===== src/rtl/pd_pkg.sv =====
package pd_pkg;

    typedef enum logic [1:0] {
        PD_MODE_EDGE  = 2'b00,
        PD_MODE_XOR   = 2'b01,
        PD_MODE_LATCH = 2'b10,
        PD_MODE_EDGE2 = 2'b11
    } pd_mode_e;

    typedef struct packed {
        logic up;
        logic dn;
    } pump_t;

    localparam pump_t PUMP_IDLE = '{up: 1'b0, dn: 1'b0};

endpackage


===== src/rtl/pd_sync_edge.sv =====
module pd_sync_edge #(
    parameter int STAGES = 2
) (
    input  logic clk,
    input  logic rst_n,
    input  logic async_in,
    output logic level,
    output logic rise
);
    localparam int SH_W = STAGES + 1;

    typedef struct packed {
        logic [SH_W-1:0] sh;
    } sync_state_t;

    sync_state_t st_d, st_q;

    always_comb begin
        st_d    = st_q;
        st_d.sh = {st_q.sh[SH_W-2:0], async_in};
    end

    always_ff @(posedge clk or negedge rst_n) begin
        if (!rst_n) st_q <= '0;
        else        st_q <= st_d;
    end

    assign level = st_q.sh[STAGES-1];
    assign rise  = st_q.sh[STAGES-1] & ~st_q.sh[STAGES];

endmodule


===== src/rtl/pd_divider.sv =====
module pd_divider #(
    parameter int DIV_W = 12,
    parameter int TAP_W = 4
) (
    input  logic             clk,
    input  logic             rst_n,
    input  logic             step,
    input  logic [TAP_W-1:0] tap_sel,
    output logic             fb
);
    localparam int MAX_TAP = DIV_W - 1;

    typedef struct packed {
        logic [DIV_W-1:0] cnt;
    } div_state_t;

    div_state_t st_d, st_q;
    int unsigned tap_idx;

    always_comb begin
        st_d = st_q;
        if (step) st_d.cnt = st_q.cnt + 1'b1;
    end

    always_ff @(posedge clk or negedge rst_n) begin
        if (!rst_n) st_q <= '0;
        else        st_q <= st_d;
    end

    always_comb begin
        if (int'(tap_sel) > MAX_TAP) tap_idx = MAX_TAP;
        else                         tap_idx = int'(tap_sel);
        fb = st_q.cnt[tap_idx];
    end

endmodule


===== src/rtl/pd_detector.sv =====
module pd_detector
    import pd_pkg::*;
(
    input  logic       clk,
    input  logic       rst_n,
    input  logic [1:0] mode,
    input  logic       ref_lvl,
    input  logic       ref_rise,
    input  logic       rep_lvl,
    output pump_t      pump,
    output logic       edge_active
);
    typedef struct packed {
        pump_t edge_st;
        logic  xor_st;
        logic  latch_st;
        logic  rep_prev;
    } det_state_t;

    det_state_t st_d, st_q;
    logic       rep_rise;
    pd_mode_e   mode_e;

    assign rep_rise = rep_lvl & ~st_q.rep_prev;
    assign mode_e   = pd_mode_e'(mode);

    always_comb begin
        st_d          = st_q;
        st_d.rep_prev = rep_lvl;

        // edge-sensitive: two sticky flags, cleared together when both set
        st_d.edge_st.up = st_q.edge_st.up | ref_rise;
        st_d.edge_st.dn = st_q.edge_st.dn | rep_rise;
        if (st_d.edge_st.up && st_d.edge_st.dn) st_d.edge_st = PUMP_IDLE;

        // exclusive-or of the two levels
        st_d.xor_st = ref_lvl ^ rep_lvl;

        // level latch: set by reference, reset by replica, hold otherwise
        if (ref_lvl && !rep_lvl)      st_d.latch_st = 1'b1;
        else if (rep_lvl && !ref_lvl) st_d.latch_st = 1'b0;
    end

    always_ff @(posedge clk or negedge rst_n) begin
        if (!rst_n) st_q <= '0;
        else        st_q <= st_d;
    end

    always_comb begin
        unique case (mode_e)
            PD_MODE_XOR:   pump = '{up: st_q.xor_st,   dn: ~st_q.xor_st};
            PD_MODE_LATCH: pump = '{up: st_q.latch_st, dn: ~st_q.latch_st};
            default:       pump = st_q.edge_st;
        endcase
    end

    assign edge_active = st_q.edge_st.up | st_q.edge_st.dn;

endmodule


===== src/rtl/pd_lock.sv =====
module pd_lock #(
    parameter int LOCK_W = 8
) (
    input  logic              clk,
    input  logic              rst_n,
    input  logic              ref_rise,
    input  logic              edge_active,
    input  logic [LOCK_W-1:0] lock_periods,
    output logic              lock
);
    typedef struct packed {
        logic              prev_act;
        logic              period_ok;
        logic [LOCK_W-1:0] good_cnt;
        logic              lock;
    } lock_state_t;

    lock_state_t st_d, st_q;
    logic        long_pulse;

    assign long_pulse = edge_active & st_q.prev_act;

    always_comb begin
        st_d          = st_q;
        st_d.prev_act = edge_active;
        if (ref_rise) begin
            st_d.period_ok = 1'b1;
            if (st_q.period_ok && !long_pulse) begin
                if (st_q.good_cnt != '1) st_d.good_cnt = st_q.good_cnt + 1'b1;
            end else begin
                st_d.good_cnt = '0;
            end
        end else if (long_pulse) begin
            st_d.period_ok = 1'b0;
            st_d.good_cnt  = '0;
        end
        st_d.lock = (st_d.good_cnt >= lock_periods);
    end

    always_ff @(posedge clk or negedge rst_n) begin
        if (!rst_n) st_q <= '{prev_act: 1'b0, period_ok: 1'b1, good_cnt: '0, lock: 1'b0};
        else        st_q <= st_d;
    end

    assign lock = st_q.lock;

endmodule


===== src/rtl/pd_multimode.sv =====
module pd_multimode
    import pd_pkg::*;
#(
    parameter int DIV_W       = 12,
    parameter int LOCK_W      = 8,
    parameter int SYNC_STAGES = 2,
    localparam int TAP_W      = (DIV_W > 1) ? $clog2(DIV_W) : 1
) (
    input  logic              clk,
    input  logic              rst_n,
    input  logic              ref_in,
    input  logic              vco_in,
    input  logic [1:0]        mode,
    input  logic [TAP_W-1:0]  tap_sel,
    input  logic [LOCK_W-1:0] lock_periods,
    output logic              pump_up,
    output logic              pump_dn,
    output logic              lock_flag,
    output logic              fb_out
);
    logic  ref_lvl, ref_rise;
    logic  vco_lvl, vco_rise;
    logic  edge_active;
    pump_t pump;

    pd_sync_edge #(.STAGES(SYNC_STAGES)) u_ref_sync (
        .clk(clk), .rst_n(rst_n), .async_in(ref_in),
        .level(ref_lvl), .rise(ref_rise)
    );

    pd_sync_edge #(.STAGES(SYNC_STAGES)) u_vco_sync (
        .clk(clk), .rst_n(rst_n), .async_in(vco_in),
        .level(vco_lvl), .rise(vco_rise)
    );

    pd_divider #(.DIV_W(DIV_W), .TAP_W(TAP_W)) u_div (
        .clk(clk), .rst_n(rst_n), .step(vco_rise),
        .tap_sel(tap_sel), .fb(fb_out)
    );

    pd_detector u_det (
        .clk(clk), .rst_n(rst_n), .mode(mode),
        .ref_lvl(ref_lvl), .ref_rise(ref_rise), .rep_lvl(fb_out),
        .pump(pump), .edge_active(edge_active)
    );

    pd_lock #(.LOCK_W(LOCK_W)) u_lock (
        .clk(clk), .rst_n(rst_n), .ref_rise(ref_rise),
        .edge_active(edge_active), .lock_periods(lock_periods),
        .lock(lock_flag)
    );

    assign pump_up = pump.up;
    assign pump_dn = pump.dn;

endmodule


===== config.mk =====
export PLATFORM = sky130hd
export DESIGN_NAME = pd_multimode
export DESIGN_NICKNAME = d
export VERILOG_FILES = /design/src/rtl/pd_pkg.sv /design/src/rtl/pd_sync_edge.sv /design/src/rtl/pd_divider.sv /design/src/rtl/pd_detector.sv /design/src/rtl/pd_lock.sv /design/src/rtl/pd_multimode.sv
export SDC_FILE = /design/constraint.sdc
export NUM_CORES = 1
export LEC_CHECK = 0
export ABC_AREA = 1
export BUFFER_PORTS_ARGS = -buffer_cell sky130_fd_sc_hd__buf_2
export CORE_MARGIN = 1.5
export CORE_UTILIZATION = 50
export CTS_BUF_LIST = sky130_fd_sc_hd__clkbuf_4
export DETAILED_ROUTE_END_ITERATION = 10
export GPL_TIMING_DRIVEN = 0
export PLACE_DENSITY = 0.82
export SETUP_SLACK_MARGIN = 0.5
export SLEW_MARGIN = 5
export SYNTH_ARGS = -nofsm -noshare
export SYNTH_HDL_FRONTEND = slang
export SYNTH_SLANG_ARGS = --single-unit

===== constraint.sdc =====
create_clock -name clk -period 2.1 [get_ports clk]
set_clock_uncertainty 0.1 [all_clocks]
set_input_delay 0.105 -clock clk [delete_from_list [all_inputs] [get_ports clk]]
set_output_delay 0.105 -clock clk [all_outputs]
set_load 0.005 [all_outputs]

==> impl_metrics.yaml <==
run_status:
  status: "complete, but fails checks"
  failed_checks: "setup timing"
worst_setup_path:
  reg2reg_depth: 12
  startpoint: "u_lock.st_q[5]$_DFF_PN0_"
  cpMostUsedCell: "nand2_2"
  critPathArrivalTime_ps: 2450
  slowest_delay_ps: 420
  end_kind: "flop"
  crit_type: "flop to flop"
  crit_path_top_delay_cell: "dfrtp_1"
  r2r-end: "u_lock.lock$_DFF_PN0_"
  worstPathCellList: "nand2_2, buf_6, nor3_4, nand3_2, a21oi_2, o31ai_2, o21ai_1, ha_1, nand2_2, nor2_2, nand4_1, o2111ai_1"
  ff2ff_setup_slack_ps: -230
  r2r_start: "u_lock.st_q[5]$_DFF_PN0_"
  critPathLaunchType: "flop"
  worstPathMaxFanout: 2
  crit_required_ps: 2220
grt:
  antenna_found_initial: 0
  grt_pass1_wl_um: 7870
  grt_max_degree: 35
  globalRouteTotalUtil_pct: 24.6
  grt_pass1_vias: 1722
  overflow: 0
synth:
  ys_ff_latch: 34
  synthArstFlopShare_pct: 100
  ys.flop_type: "dfrtp_1"
  synth_edf_count: 0
  synth_fp_nets: 258
  synth_cell_type_count: 28
  netlist_area_um2: 1910
  syn_avg_cell_area_um2: 8.42
  yosys_warnings: 0
  syn_inst: 227
  synth-seq-area-share_pct: 44.6
sta:
  slew_violations: 0
  fin_hold_ws_ps: 31.8
  grt_setup_unrepaired: "yes"
  fmax_mhz: 430
  fin_crit_ps: 2330
  hold_violations: 0
  setup_viol: 1
  period_share_pct: 111
  worst_slack_ps: -226
  slew_headroom_pct: 49.6
  worst_pin_slew_ps: 757
final_layout:
  fin_util_pct: 70.3
  drive_gt1_share_pct: 39.2
  nNetsFinal: 316
  synthToLayoutAreaGrowth_pct: 34.6
  layout_commonest_cell: "inv_1"
  fillers: 240
  final_cell_mix: "inv_1, nand2_1, dfrtp_1, buf_2, buf_4"
  diodes: 0
clocking:
  htreeDepth: 2
  path_clk_slew_ps: 120
  clockBufferDepth: 2
  cts-root-buf: "clkbuf_4"
  clock_sinks: 34
  cts_tree: "built"
  insertion_delay_ps: 350
  numCtsBuffers: 5
power_and_ir_drop:
  leakage_nw: 1.34
  cellPowerDensity_nw_per_um2: 807
  ir_worst_vdd_mv: 0.713
detailed_routing:
  wl_per_cell_um: 14.7
  routed_via_density: 5.39
  drc: 0
  routed_wl_um: 4910
  drtIter0Drc: 118
  ant_nets: 0
  via_count: 1800
  drtPass1Iterations: 4
place:
  place_congestion: 0.822
  post-dp-hpwl_um: 2490
  place_worst_setup_slack_ps: -124
  portBuffers: 21
job:
  cap_viol_max_count: 0
floorplan:
  ios: 22
  die_h_um: 64.8
  start_util_pct: 52.2
  die_w_um: 64.8
  row_count: 22
  coreArea_um2: 3660
  die-area_um2: 4200
hold_path:
  holdPathEnd: "u_lock.lock$_DFF_PN0_"
  hold_class: "primary input to flop"
  hp-start: "lock_periods[0]"
  whs_path_depth: 4
[worst max-delay path by stage]
| stage | endpoint |
|---|---|
| finish | u_lock.lock$_DFF_PN0_ |
| floorplan | u_lock.lock$_DFF_PN0_ |
| global route | u_lock.lock$_DFF_PN0_ |
| detailed placement | u_lock.lock$_DFF_PN0_ |
| CTS | u_lock.lock$_DFF_PN0_ |
| global placement | u_lock.lock$_DFF_PN0_ |
[power breakdown]
| group | leakage (nW) | switching, mW | internal [mW] | total, mW |
|---|---|---|---|---|
| clock | 0.0374 | 0.249 | 0.250 | 0.498 |
| sequential | 0.439 | 0.101 | 0.773 | 0.874 |
| combinational | 0.860 | 0.396 | 0.310 | 0.706 |
| total | 1.34 | 0.746 | 1.33 | 2.08 |
[through the flow]
step / power [mW] / TNS (ps) / instance area, um2 / instances
finish: 2.08 / -226 / 2570 / 334
CTS: 1.94 / -33.5 / 2390 / 325
detailed placement: 1.29 / -124 / 2080 / 296
global placement: 1.27 / -81.5 / 2080 / 296
floorplan: 1.17 / 0 / 1910 / 227
global route: 2.18 / -315 / 2570 / 334
[registers in the layout, summed over array words and instances (netlist names)]
name             cells
u_ref_sync.st_q      3
u_det.st_q           5
u_div.st_q          12
u_vco_sync.st_q      3
u_lock.st_q         10
u_lock.lock          1
[what timing repair did]
action,4_1_cts,5_1_grt
gates resized for setup,16,31
pin swaps,24,18
hold endpoints to repair,35,0
hold buffers,3,0
setup buffers,18,9
setup endpoints to repair,3,13
[kinds of logic after synthesis]
group	Yosys count	synth area share (%)
AND/OR/NAND/NOR	95	24.0
buffers and inverters	46	9.03
flip-flops	34	44.6
AO/OA/AOI/OAI	27	8.44
adder cells (fa/ha/maj)	13	8.51
XOR/XNOR	12	5.50
[critical path, delay by kind of cell (launching register included)]
family / cells / cell delay, ps
buf+inv: 1 / 140
simple gates: 6 / 690
fa+ha+maj: 1 / 300
compound gates: 4 / 550
flops: 1 / 420
[final cells by class]
type / count / area, um2 / share of cell area, %
repair buffers: 51 / 360 / 14.0
clock buffers: 5 / 37.5 / 1.46
inverters: 46 / 173 / 6.71
flip-flops and latches: 34 / 852 / 33.1
well taps: 48 / 60.1 / 2.33
multi-input cells: 147 / 1050 / 40.6
clock inverters: 3 / 45.0 / 1.75
[routing by layer]
layer	routed length, um	vias up	GRT usage (%)	part of all wire [%]
met5	0	-	0	0
met4	285	0	14.1	5.8
met3	258	33	5.21	5.3
met2	2380	84	41.2	48
met1	1990	842	29.2	40
li1	-	841	-	-
[synthesized netlist by cell type, types with 2 or more instances]
library cell / n / share of area (%)
inv_2: 9 / 1.8
nand4_1: 3 / 0.98
nor3_1: 2 / 0.52
nor2_1: 18 / 3.5
o21ai_1: 3 / 0.79
nand2_2: 5 / 1.6
o21ai_0: 7 / 1.8
xor2_1: 10 / 4.6
a22oi_1: 3 / 1.2
a21oi_1: 8 / 2.1
nand3_1: 18 / 4.7
inv_1: 37 / 7.3
dfrtp_1: 33 / 43
nor3_2: 5 / 2.6
xnor2_1: 2 / 0.92
ha_1: 13 / 8.5
nand2_1: 40 / 7.9
No activity file was read; power rests on OpenSTA's default activity.
